[src/rtl/sb_pkg.sv]
package sb_pkg;
  typedef enum logic [1:0] {
    EV_LD_MEM    = 2'd0,
    EV_LD_BUF    = 2'd1,
    EV_ST_LOCAL  = 2'd2,
    EV_ST_GLOBAL = 2'd3
  } ev_kind_e;
endpackage

[src/rtl/sb_fifo.sv]
module sb_fifo #(
  parameter int DEPTH = 4,
  parameter int AW    = 8,
  parameter int DW    = 16,
  parameter int CW    = $clog2(DEPTH + 1)
) (
  input  logic          clk,
  input  logic          rst_n,
  input  logic          push,
  input  logic [AW-1:0] push_addr,
  input  logic [DW-1:0] push_data,
  input  logic          pop,
  input  logic [AW-1:0] srch_addr,
  output logic [CW-1:0] count,
  output logic          full,
  output logic          empty,
  output logic [AW-1:0] head_addr,
  output logic [DW-1:0] head_data,
  output logic          hit,
  output logic [DW-1:0] hit_data
);
  localparam int PW = (DEPTH > 1) ? $clog2(DEPTH) : 1;

  logic [AW-1:0] addr_q [DEPTH];
  logic [DW-1:0] data_q [DEPTH];
  logic [PW-1:0] head_q, tail_q;
  logic [CW-1:0] count_q;

  function automatic logic [PW-1:0] slot(input logic [PW-1:0] base, input int k);
    int s;
    s = int'(base) + k;
    if (s >= DEPTH) s = s - DEPTH;
    return PW'(s);
  endfunction

  assign count     = count_q;
  assign full      = (count_q == CW'(DEPTH));
  assign empty     = (count_q == '0);
  assign head_addr = addr_q[head_q];
  assign head_data = data_q[head_q];

  // Walk oldest to youngest so the youngest match is the one kept.
  always_comb begin
    hit      = 1'b0;
    hit_data = '0;
    for (int k = 0; k < DEPTH; k++) begin
      if ((k < int'(count_q)) && (addr_q[slot(head_q, k)] == srch_addr)) begin
        hit      = 1'b1;
        hit_data = data_q[slot(head_q, k)];
      end
    end
  end

  always_ff @(posedge clk) begin
    if (push) begin
      addr_q[tail_q] <= push_addr;
      data_q[tail_q] <= push_data;
    end
  end

  always_ff @(posedge clk) begin
    if (!rst_n) begin
      head_q  <= '0;
      tail_q  <= '0;
      count_q <= '0;
    end else begin
      if (push) tail_q <= slot(tail_q, 1);
      if (pop)  head_q <= slot(head_q, 1);
      case ({push, pop})
        2'b10:   count_q <= count_q + 1'b1;
        2'b01:   count_q <= count_q - 1'b1;
        default: count_q <= count_q;
      endcase
    end
  end

  assert_no_overflow_R2: assert property (@(posedge clk) disable iff (!rst_n)
    push |-> (count_q != CW'(DEPTH)));
  assert_no_underflow_R4: assert property (@(posedge clk) disable iff (!rst_n)
    pop |-> (count_q != '0));
endmodule

[src/rtl/sb_port.sv]
module sb_port
  import sb_pkg::*;
#(
  parameter int AW  = 8,
  parameter int DW  = 16,
  parameter int TSW = 16
) (
  input  logic           clk,
  input  logic           rst_n,
  input  logic [TSW-1:0] ts,
  input  logic           ld_fire,
  input  logic [AW-1:0]  ld_addr,
  input  logic           hit,
  input  logic [DW-1:0]  hit_data,
  input  logic           fifo_empty,
  input  logic [AW-1:0]  head_addr,
  input  logic [DW-1:0]  head_data,
  input  logic           mem_gnt,
  input  logic [DW-1:0]  mem_rdata,
  output logic           busy,
  output logic           pop,
  output logic           mem_req,
  output logic           mem_we,
  output logic [AW-1:0]  mem_addr,
  output logic [DW-1:0]  mem_wdata,
  output logic           rsp_valid,
  output logic [1:0]     rsp_kind,
  output logic [AW-1:0]  rsp_addr,
  output logic [DW-1:0]  rsp_data,
  output logic [TSW-1:0] rsp_ts
);
  logic          busy_q;
  logic [AW-1:0] raddr_q;

  assign busy = busy_q;

  // A pending read owns the port; drains use it otherwise.
  assign mem_req   = busy_q | ~fifo_empty;
  assign mem_we    = ~busy_q;
  assign mem_addr  = busy_q ? raddr_q : head_addr;
  assign mem_wdata = head_data;
  assign pop       = ~busy_q & ~fifo_empty & mem_gnt;

  always_ff @(posedge clk) begin
    if (!rst_n) begin
      busy_q    <= 1'b0;
      raddr_q   <= '0;
      rsp_valid <= 1'b0;
      rsp_kind  <= EV_LD_MEM;
      rsp_addr  <= '0;
      rsp_data  <= '0;
      rsp_ts    <= '0;
    end else begin
      rsp_valid <= 1'b0;
      if (ld_fire && hit) begin
        rsp_valid <= 1'b1;
        rsp_kind  <= EV_LD_BUF;
        rsp_addr  <= ld_addr;
        rsp_data  <= hit_data;
        rsp_ts    <= ts;
      end else if (ld_fire) begin
        busy_q  <= 1'b1;
        raddr_q <= ld_addr;
      end
      if (busy_q && mem_gnt) begin
        busy_q    <= 1'b0;
        rsp_valid <= 1'b1;
        rsp_kind  <= EV_LD_MEM;
        rsp_addr  <= raddr_q;
        rsp_data  <= mem_rdata;
        rsp_ts    <= ts;
      end
    end
  end

  assert_one_load_R8: assert property (@(posedge clk) disable iff (!rst_n)
    busy_q |-> !ld_fire);
  assert_read_first_R8: assert property (@(posedge clk) disable iff (!rst_n)
    $rose(busy_q) |-> (mem_req && !mem_we));
endmodule

[src/rtl/tso_store_buffer.sv]
module tso_store_buffer
  import sb_pkg::*;
#(
  parameter int DEPTH = 4,
  parameter int AW    = 8,
  parameter int DW    = 16,
  parameter int PIDW  = 2,
  parameter int TSW   = 16
) (
  input  logic            clk,
  input  logic            rst_n,
  input  logic [PIDW-1:0] cpu_id,
  input  logic            st_valid,
  output logic            st_ready,
  input  logic [AW-1:0]   st_addr,
  input  logic [DW-1:0]   st_data,
  input  logic            ld_valid,
  output logic            ld_ready,
  input  logic [AW-1:0]   ld_addr,
  input  logic            mbar,
  output logic            mem_req,
  output logic            mem_we,
  output logic [AW-1:0]   mem_addr,
  output logic [DW-1:0]   mem_wdata,
  input  logic            mem_gnt,
  input  logic [DW-1:0]   mem_rdata,
  output logic            loc_ev_valid,
  output logic [1:0]      loc_ev_kind,
  output logic [AW-1:0]   loc_ev_addr,
  output logic [DW-1:0]   loc_ev_data,
  output logic [PIDW-1:0] loc_ev_pid,
  output logic [TSW-1:0]  loc_ev_ts,
  output logic            glb_ev_valid,
  output logic [1:0]      glb_ev_kind,
  output logic [AW-1:0]   glb_ev_addr,
  output logic [DW-1:0]   glb_ev_data,
  output logic [PIDW-1:0] glb_ev_pid,
  output logic [TSW-1:0]  glb_ev_ts,
  output logic            ld_ev_valid,
  output logic [1:0]      ld_ev_kind,
  output logic [AW-1:0]   ld_ev_addr,
  output logic [DW-1:0]   ld_ev_data,
  output logic [PIDW-1:0] ld_ev_pid,
  output logic [TSW-1:0]  ld_ev_ts
);
  localparam int CW = $clog2(DEPTH + 1);

  logic [TSW-1:0] ts_q;
  logic [CW-1:0]  count, bar_left_q, bar_eff;
  logic           full, empty, hit, busy, pop, st_fire, ld_fire;
  logic [AW-1:0]  head_addr;
  logic [DW-1:0]  head_data, hit_data;

  assign st_ready = ~full;
  assign st_fire  = st_valid & st_ready;
  // Stores still ahead of the newest barrier; a barrier this cycle counts all.
  assign bar_eff  = mbar ? count : bar_left_q;
  assign ld_ready = ~busy & (bar_eff == '0);
  assign ld_fire  = ld_valid & ld_ready;

  sb_fifo #(.DEPTH(DEPTH), .AW(AW), .DW(DW), .CW(CW)) u_fifo (
    .clk(clk), .rst_n(rst_n),
    .push(st_fire), .push_addr(st_addr), .push_data(st_data),
    .pop(pop), .srch_addr(ld_addr),
    .count(count), .full(full), .empty(empty),
    .head_addr(head_addr), .head_data(head_data),
    .hit(hit), .hit_data(hit_data)
  );

  sb_port #(.AW(AW), .DW(DW), .TSW(TSW)) u_port (
    .clk(clk), .rst_n(rst_n), .ts(ts_q),
    .ld_fire(ld_fire), .ld_addr(ld_addr), .hit(hit), .hit_data(hit_data),
    .fifo_empty(empty), .head_addr(head_addr), .head_data(head_data),
    .mem_gnt(mem_gnt), .mem_rdata(mem_rdata),
    .busy(busy), .pop(pop),
    .mem_req(mem_req), .mem_we(mem_we), .mem_addr(mem_addr), .mem_wdata(mem_wdata),
    .rsp_valid(ld_ev_valid), .rsp_kind(ld_ev_kind), .rsp_addr(ld_ev_addr),
    .rsp_data(ld_ev_data), .rsp_ts(ld_ev_ts)
  );

  always_ff @(posedge clk) begin
    if (!rst_n) begin
      ts_q         <= '0;
      bar_left_q   <= '0;
      loc_ev_valid <= 1'b0;
      loc_ev_addr  <= '0;
      loc_ev_data  <= '0;
      loc_ev_ts    <= '0;
      glb_ev_valid <= 1'b0;
      glb_ev_addr  <= '0;
      glb_ev_data  <= '0;
      glb_ev_ts    <= '0;
    end else begin
      ts_q       <= ts_q + 1'b1;
      bar_left_q <= (bar_eff == '0) ? '0 : bar_eff - CW'(pop);
      loc_ev_valid <= st_fire;
      if (st_fire) begin
        loc_ev_addr <= st_addr;
        loc_ev_data <= st_data;
        loc_ev_ts   <= ts_q;
      end
      glb_ev_valid <= pop;
      if (pop) begin
        glb_ev_addr <= head_addr;
        glb_ev_data <= head_data;
        glb_ev_ts   <= ts_q;
      end
    end
  end

  assign loc_ev_kind = EV_ST_LOCAL;
  assign glb_ev_kind = EV_ST_GLOBAL;
  assign loc_ev_pid  = cpu_id;
  assign glb_ev_pid  = cpu_id;
  assign ld_ev_pid   = cpu_id;

  assert_loc_event_R3: assert property (@(posedge clk) disable iff (!rst_n)
    loc_ev_valid |-> $past(st_valid && st_ready));
  assert_drain_granted_R4: assert property (@(posedge clk) disable iff (!rst_n)
    glb_ev_valid |-> $past(mem_req && mem_we && mem_gnt));
  assert_mem_load_R6: assert property (@(posedge clk) disable iff (!rst_n)
    (ld_ev_valid && ld_ev_kind == EV_LD_MEM) |-> $past(mem_req && !mem_we && mem_gnt));
  assert_barrier_holds_R9: assert property (@(posedge clk) disable iff (!rst_n)
    (bar_left_q != '0) |-> !ld_ready);
endmodule

[config.mk]
export PLATFORM = sky130hd
export DESIGN_NAME = tso_store_buffer
export DESIGN_NICKNAME = d
export VERILOG_FILES = /design/src/rtl/sb_pkg.sv /design/src/rtl/sb_fifo.sv /design/src/rtl/sb_port.sv /design/src/rtl/tso_store_buffer.sv
export SDC_FILE = /design/constraint.sdc
export NUM_CORES = 1
export LEC_CHECK = 0
export BUFFER_PORTS_ARGS = -buffer_cell sky130_fd_sc_hd__clkbuf_2
export CORE_ASPECT_RATIO = 1.75
export CORE_MARGIN = 4
export CORE_UTILIZATION = 25
export CTS_CLUSTER_DIAMETER = 40
export DETAILED_ROUTE_END_ITERATION = 12
export GPL_ROUTABILITY_DRIVEN = 0
export GPL_TIMING_DRIVEN = 0
export PLACE_DENSITY = 0.51
export SLEW_MARGIN = 20
export SYNTH_ARGS = -nofsm -noshare
export SYNTH_HDL_FRONTEND = slang
export SYNTH_SLANG_ARGS = --single-unit
[constraint.sdc]
create_clock -name clk -period 3.4 [get_ports clk]
set_input_delay 0.17 -clock clk [delete_from_list [all_inputs] [get_ports clk]]
set_output_delay 0.17 -clock clk [all_outputs]
set_load 0.02 [all_outputs]
## After elaboration in Yosys (flattened, before gate mapping)

Memories as Yosys holds them, arrays and structs flattened. A register that Yosys moved wholly into a read port is not among the register bits.
Index checks and enable logic that the tools add are counted.

- Magnitude comparators: 9
- Add/subtract/negate cells: 13
- Reductions and logical operators: 13
- Bitwise gates (word level): 11
- Equal/unequal tests: 7
- Mux-type cells: 34

Operator list:

| cell | number |
|---|---|
| 16-bit 2-to-1 mux | 8 |
| 8-bit == test | 4 |
| 2-bit 2-to-1 mux | 13 |
| 8-bit 2-to-1 mux | 3 |
| 16-bit by 1-bit adder with 16-bit output (second input constant) | 1 |
| 3-bit greater-or-equal comparator (second input constant) | 4 |
| 2-bit by 1-bit subtractor with 2-bit output (second input constant) | 5 |
| 1-bit 2-to-1 mux | 8 |
| 2-bit by 1-bit adder with 3-bit output (second input constant) | 2 |
| 2-bit by 2-bit adder with 3-bit output (second input constant) | 2 |
| 1-bit logical AND | 6 |
| 3-bit logical NOT | 2 |
| 1-bit by 3-bit < comparator with 1-bit output (first input constant) | 2 |
| 2-bit by 3-bit < comparator with 1-bit output (first input constant) | 2 |
| 3-bit one-hot mux with 2 select lines | 1 |
| 1-bit bitwise AND | 5 |
| 1-bit inverter | 5 |
| 2-bit nonzero test | 2 |
| 2-bit OR reduction | 2 |
| 3-bit by 1-bit adder with 3-bit output (second input constant) | 1 |
| 3-bit == test (second input constant) | 1 |
| 2-bit by 3-bit greater-or-equal comparator with 1-bit output (second input constant) | 1 |
| 3-bit 2-to-1 mux | 1 |
| 3-bit by 1-bit subtractor with 3-bit output | 1 |
| 5 further kinds | 5 |

- Register bits after elaboration: 159
- Memories kept: 2
- Output and inout port bits: 163
- Input port bits: 56
- Memory bits (writable): 96
- Logic and storage cells: 109

Memory list:

| memory | depth | bits a word | rd ports | clocked after memory_dff | write ports | RTL line | text |
|---|---|---|---|---|---|---|---|
| u_fifo.data_q | 4 | 16 | 5 | 1 | 1 | sb_fifo.sv:25 | `logic [DW-1:0] data_q [DEPTH];` |
| u_fifo.addr_q | 4 | 8 | 5 | 1 | 1 | sb_fifo.sv:24 | `logic [AW-1:0] addr_q [DEPTH];` |

## Longest topological paths before layout

An unclocked memory read counts as a cell.

- Word-level depth: 13
- Mapped depth: 12
- Gate-level depth less buffers: 9

## Hierarchy

A second synthesis with hierarchy kept.

- Cell total of the unflattened synthesis: 1210
- Area total of the unflattened synthesis: 12974.9 µm²

Modules (own cells, without submodules):

| module | seq. area each (µm²) | cells each | times used | area each (µm²) |
|---|---|---|---|---|
| sb_fifo | 3062.9 | 561 | 1 | 6919.1 |
| tso_store_buffer | 2021.9 | 423 | 1 | 3794.9 |
| sb_port | 1021.0 | 226 | 1 | 2260.9 |

## Least setup slack after synthesis

OpenSTA, ideal clock, no wires.

- Path type: register to register
- Start: reg with a tool-made name
- End: reg u_port.rsp_ts[10]
- Period minus slack after synthesis: 2686 ps
- Library setup time: 72 ps
- Stages on the path, launching flop included: 12
- Required time: 3328 ps
- Path slack: 714 ps
- Path buffers: 4
- Arrival time: 2614 ps
- Path through: dfxtp_1 -> buf_4 -> buf_4 -> mux4_2 -> xnor2_1 -> nand3_1 -> nor4_2 -> o41a_1 -> buf_2 -> nor2_4 -> buf_4 -> mux2i_1

RTL lines:

| what | RTL line | text |
|---|---|---|
| end signal: assignment | sb_port.sv:60 | `rsp_ts <= ts;` |
| end signal: assignment | sb_port.sv:71 | `rsp_ts <= ts;` |
| end: declaration | sb_port.sv:30 | `output logic [TSW-1:0] rsp_ts` |

## Worst setup path in the final report

- Start: reg u_fifo.head_q[0]
- End: reg u_port.rsp_data[11]

- Cells in the longest elaborated chain, start to end: 11
- Elaborated cells between the ends (all ways): 41
- Classes of those cells: add/sub (7); order compare (4); eq/ne (4); mux (18); reduce/logical (6); memory (2)

Ends and longest elaborated chain:

| what | RTL line | text |
|---|---|---|
| start: declaration | sb_fifo.sv:26 | `logic [PW-1:0] head_q, tail_q;` |
| start signal: assignment | sb_fifo.sv:68 | `if (pop) head_q <= slot(head_q, 1);` |
| 2-bit by 1-bit adder with 3-bit output (tied with other cells) | sb_fifo.sv:31 | `s = int'(base) + k;` |
| 3-bit greater-or-equal comparator (tied with other cells) | sb_fifo.sv:32 | `if (s >= DEPTH) s = s - DEPTH;` |
| 2-bit 2-to-1 mux or memory read 4 x 8 bit (tied branches) | - |  |
| memory read 4 x 8 bit or 8-bit == test (tied branches) | - |  |
| 8-bit == test or 1-bit logical AND (tied branches) | sb_fifo.sv:47 | `if ((k < int'(count_q)) && (addr_q[slot(head_q, k)] == srch_addr)) begin` |
| 1-bit logical AND (tied with other cells) | sb_fifo.sv:47 |  |
| 16-bit 2-to-1 mux or 1-bit 2-to-1 mux (tied branches) (3 in a row) | sb_fifo.sv:47 |  |
| 16-bit 2-to-1 mux or 1-bit logical AND (tied branches) | sb_port.sv:55 | `if (ld_fire && hit) begin` |
| 16-bit 2-to-1 mux or 2-bit nonzero test (tied branches) | - |  |
| end signal: assignment | sb_port.sv:59 | `rsp_data <= hit_data;` |
| end signal: assignment | sb_port.sv:70 | `rsp_data <= mem_rdata;` |
| end: declaration | sb_port.sv:29 | `output logic [DW-1:0] rsp_data,` |

Several ways; a longest one is shown, not always the timed one. The select of a mux whose other input is x is not followed.
A chain may end at the register's enable or synchronous reset.

==> impl_metrics.csv <==
group,metric,value,unit
setup_path,crit_chain,"buf_6, buf_6, mux2i_1, xnor2_1, nor4_1, mux2i_1, o21ba_2, clkbuf_1, buf_2, o221ai_2, o211ai_1, a31oi_1",
route,drt_iter0_markers,566,
setup_path,worst-path-buf-inv,4,
setup_path,cp.depth,12,
floorplanning,initial_utilization,25.4,%
pwr,vdd_drop_max,454,uV
sta,fin_crit,3.25,ns
worst_hold_path,hold_class,"input port to flop",
sta,fin_setup_tns,0,ns
setup_path,crit_fanout,10,
setup_path,worstPathRequired,3.78,ns
synthesis,yosys.area.top_type_share,25.0,%
synthesis,synth-edff-count,96,
setup_path,r2r_start,"u_fifo.head_q[0]",
clock_tree,cts_max_path_buffers,3,
route,vias_per_cell,4.69,
pwr,leakage,6.11,nW
setup_path,crit_slowest_cell,"mux2i_1",
synthesis,netlist_area,0.0129,mm2
synthesis,synthCells,1236,
floorplanning,rows,109,
clock_tree,numCtsBuffers,34,
worst_hold_path,min_to,"u_port.raddr_q[6]",
layout,fin_nets,1588,
layout,area.growth.synth_to_final,27.4,%
setup_path,reg2reg_to,"u_port.rsp_data[11]",
floorplanning,io_pins,219,
global_route,grt_usage,15.6,%
worst_hold_path,min_from,"ld_addr[6]",
setup_path,worstSetupPathType,"flop to flop",
layout,postLayoutCellArea,0.0164,mm2
floorplanning,core,0.0507,mm2
synthesis,synth-seq-cells,257,
run_status,status,"complete, no violations",
clock_tree,cts_tree,"yes",
placement,hpwlAfterDp,35200,um
sta,worst_slew_pin_slew,0.941,ns
sta,clock_skew,0.0289,ns
floorplanning,fp.dieW,180,um
synthesis,synth_area_per_cell,10.4,um2
worst_hold_path,holdPathStages,3,
synthesis,synth_warnings,0,
synthesis,seq_area_frac_synth,47.4,%
global_route,grt_max_degree,25,
setup_path,start_kind,"flop",
synthesis,ys.flop_type,"dfxtp_1",
synthesis,ys_types,50,
sta,setup_viol,0,
setup_path,regToRegSetupSlack,0.15,ns
route,num_vias,10400,
synthesis,synth_top_area_cell,"dfxtp_1",
setup_path,end_kind,"flop",
route,drcViolationCount,0,
setup_path,critPathLaunch,"u_fifo.head_q[0]",
layout,drive_above_1_share,26.5,%
clock_tree,clock_sinks,257,
sta,slew_viol_final,0,
global_route,antenna_found_initial,1,
pwr,p_per_area,685,mW/mm2
sta,post-route-period-util,95.6,%
floorplanning,die-area,0.0554,mm2
clock_tree,path_clk_slew,0.06,ns
sta,slew_headroom,37.3,%
placement,numPortBuffers,201,
synthesis,async_flop_share,0,%
clock_tree,cts-root-buf,"clkbuf_16",
route,drt_wl_total,44500,um
setup_path,max_stage_delay,0.46,ns
floorplanning,die_h,308,um
synthesis,synth_top_cells_by_area,"dfxtp_1 (25%), edfxtp_1 (22%), mux4_2 (13%)",
setup_path,arrival,3.63,ns
global_route,grt_pass1_vias,10500,
sta,fmax,308,MHz
route,wl_per_cell,20.1,um
global_route,grt_first_pass_wirelength,67000,um
global_route,grt-ovfl-total,0,
clock_tree,insertion_delay,0.53,ns
sta,hold_violations,0,
placement,place_area,0.0148,mm2
route,dr.pass1.iters,5,
clock_tree,htreeDepth,2,
job,maxCapViolations,0,
setup_path,crit_family,"buffers and inverters",
route,ant_nets,0,
setup_path,ff2ff_path_depth,12,
[Yosys cell counts (all sizes together), types with 10 or more instances]
cell	instances
xor2	16
o211ai	16
o221ai	16
clkbuf	71
mux2	16
nand3b	10
xnor2	39
dfxtp	161
mux2i	69
ha	12
inv	23
mux4	72
nor2	61
edfxtp	96
a21oi	133
nand2	261
a31oi	10
nand3	14
o21ai	29
and2	22
buf	43
[flip-flops by register name (all words and copies together) (netlist names), 16 cells and up, named ones only]
signal	count
glb_ev_data	16
glb_ev_ts	16
loc_ev_data	16
loc_ev_ts	16
ts_q	16
u_fifo.addr_q	32
u_fifo.data_q	64
u_port.rsp_data	16
u_port.rsp_ts	16
[worst reg2reg max path, delay by kind of cell, from the launching register on]
family | cells | cell delay, ns
and+or+nand+nor | 1 | 0.09
xor gates and xnor gates | 1 | 0.18
DFF | 1 | 0.32
AOI/OAI and AO/OA | 4 | 0.59
buffers and inverters | 4 | 1.24
muxes | 2 | 0.69
[layer usage]
layer	GRT usage (%)	up-vias	wire length, um
li1	-	4951	-
met1	17.2	5029	17000
met2	29.8	305	23900
met3	2.19	83	1760
met4	6.58	0	1860
met5	0	-	0
[per-stage QoR]
stage	util [%]	std cells	setup WS, ns	power [mW]	hold WS, ns
final	32.4	2212	0.150	11.3	0.103
after CTS	32.3	2207	0.0180	11.4	0.0791
after global placement	29.1	2106	-0.171	7.41	0.405
after detailed placement	29.1	2106	-0.183	7.43	0.419
after floorplan	-	1239	0.714	6.26	0.269
after global routing	32.4	2212	-0.0614	11.8	0.110
[how the worst max path moves through the flow]
stage | endpoint | slack, ns
finish | u_port.rsp_data[11] | 0.15
global route | u_port.rsp_data[11] | -0.06
CTS | u_port.raddr_q[1] | 0.02
detailed placement | u_port.rsp_data[4] | -0.18
global placement | u_port.rsp_data[4] | -0.17
floorplan | u_port.rsp_ts[10] | 0.71
[kinds of logic (layout without fill, tap and decap cells)]
kind of cell             count (synthesis)  after routing  synth area share (%)
AO/OA/AOI/OAI                          218            218                  10.3
AND/OR/NAND/NOR                        396            396                  13.1
flip-flops                             257            257                  47.4
multiplexers                           157            157                  19.3
buffers and inverters                  139            445                  5.00
XOR/XNOR                                55             55                  3.74
adder cells (fa/ha/maj)                 12             12                  1.16
other                                    2              6                0.0582
[power breakdown]
group	internal (mW)	total (mW)	leakage (nW)	switching (mW)
Sequential	3.49	3.69	2.19	0.193
Combinational	1.44	3.69	3.32	2.25
Clock	2.35	3.88	0.593	1.53
[cell type report]
type                    count  area (um2)
multi-input cells         843        6190
well taps                 666         833
clock inverters            23         315
plain buffers             114         556
flip-flops and latches    257        6110
repair buffers            245        1440
fillers                  5277       34300
inverters                  25        93.8
clock buffers              38         897
diodes                      1        2.50
[repair_timing]
action,4_1_cts,5_1_grt
pin swaps,0,3
hold endpoints to repair,136,0
setup endpoints to repair,28,42
buffers inserted,0,4
gates resized for setup,4,7
hold buffers,40,0
[cells in the final DEF, fill, tap and decap left out, drive strengths merged, types with 22 or more instances in the layout]
cell | netlist | layout
dfxtp | 161 | 161
nand2 | 261 | 261
mux4 | 72 | 72
inv | 23 | 34
edfxtp | 96 | 96
dlygate4sd3 | 0 | 40
o21ai | 29 | 29
a21oi | 133 | 133
mux2i | 69 | 69
clkbuf | 71 | 311
and2 | 22 | 22
nor2 | 61 | 61
xnor2 | 39 | 39
buf | 43 | 46
No activity file was read; power rests on OpenSTA's default activity.
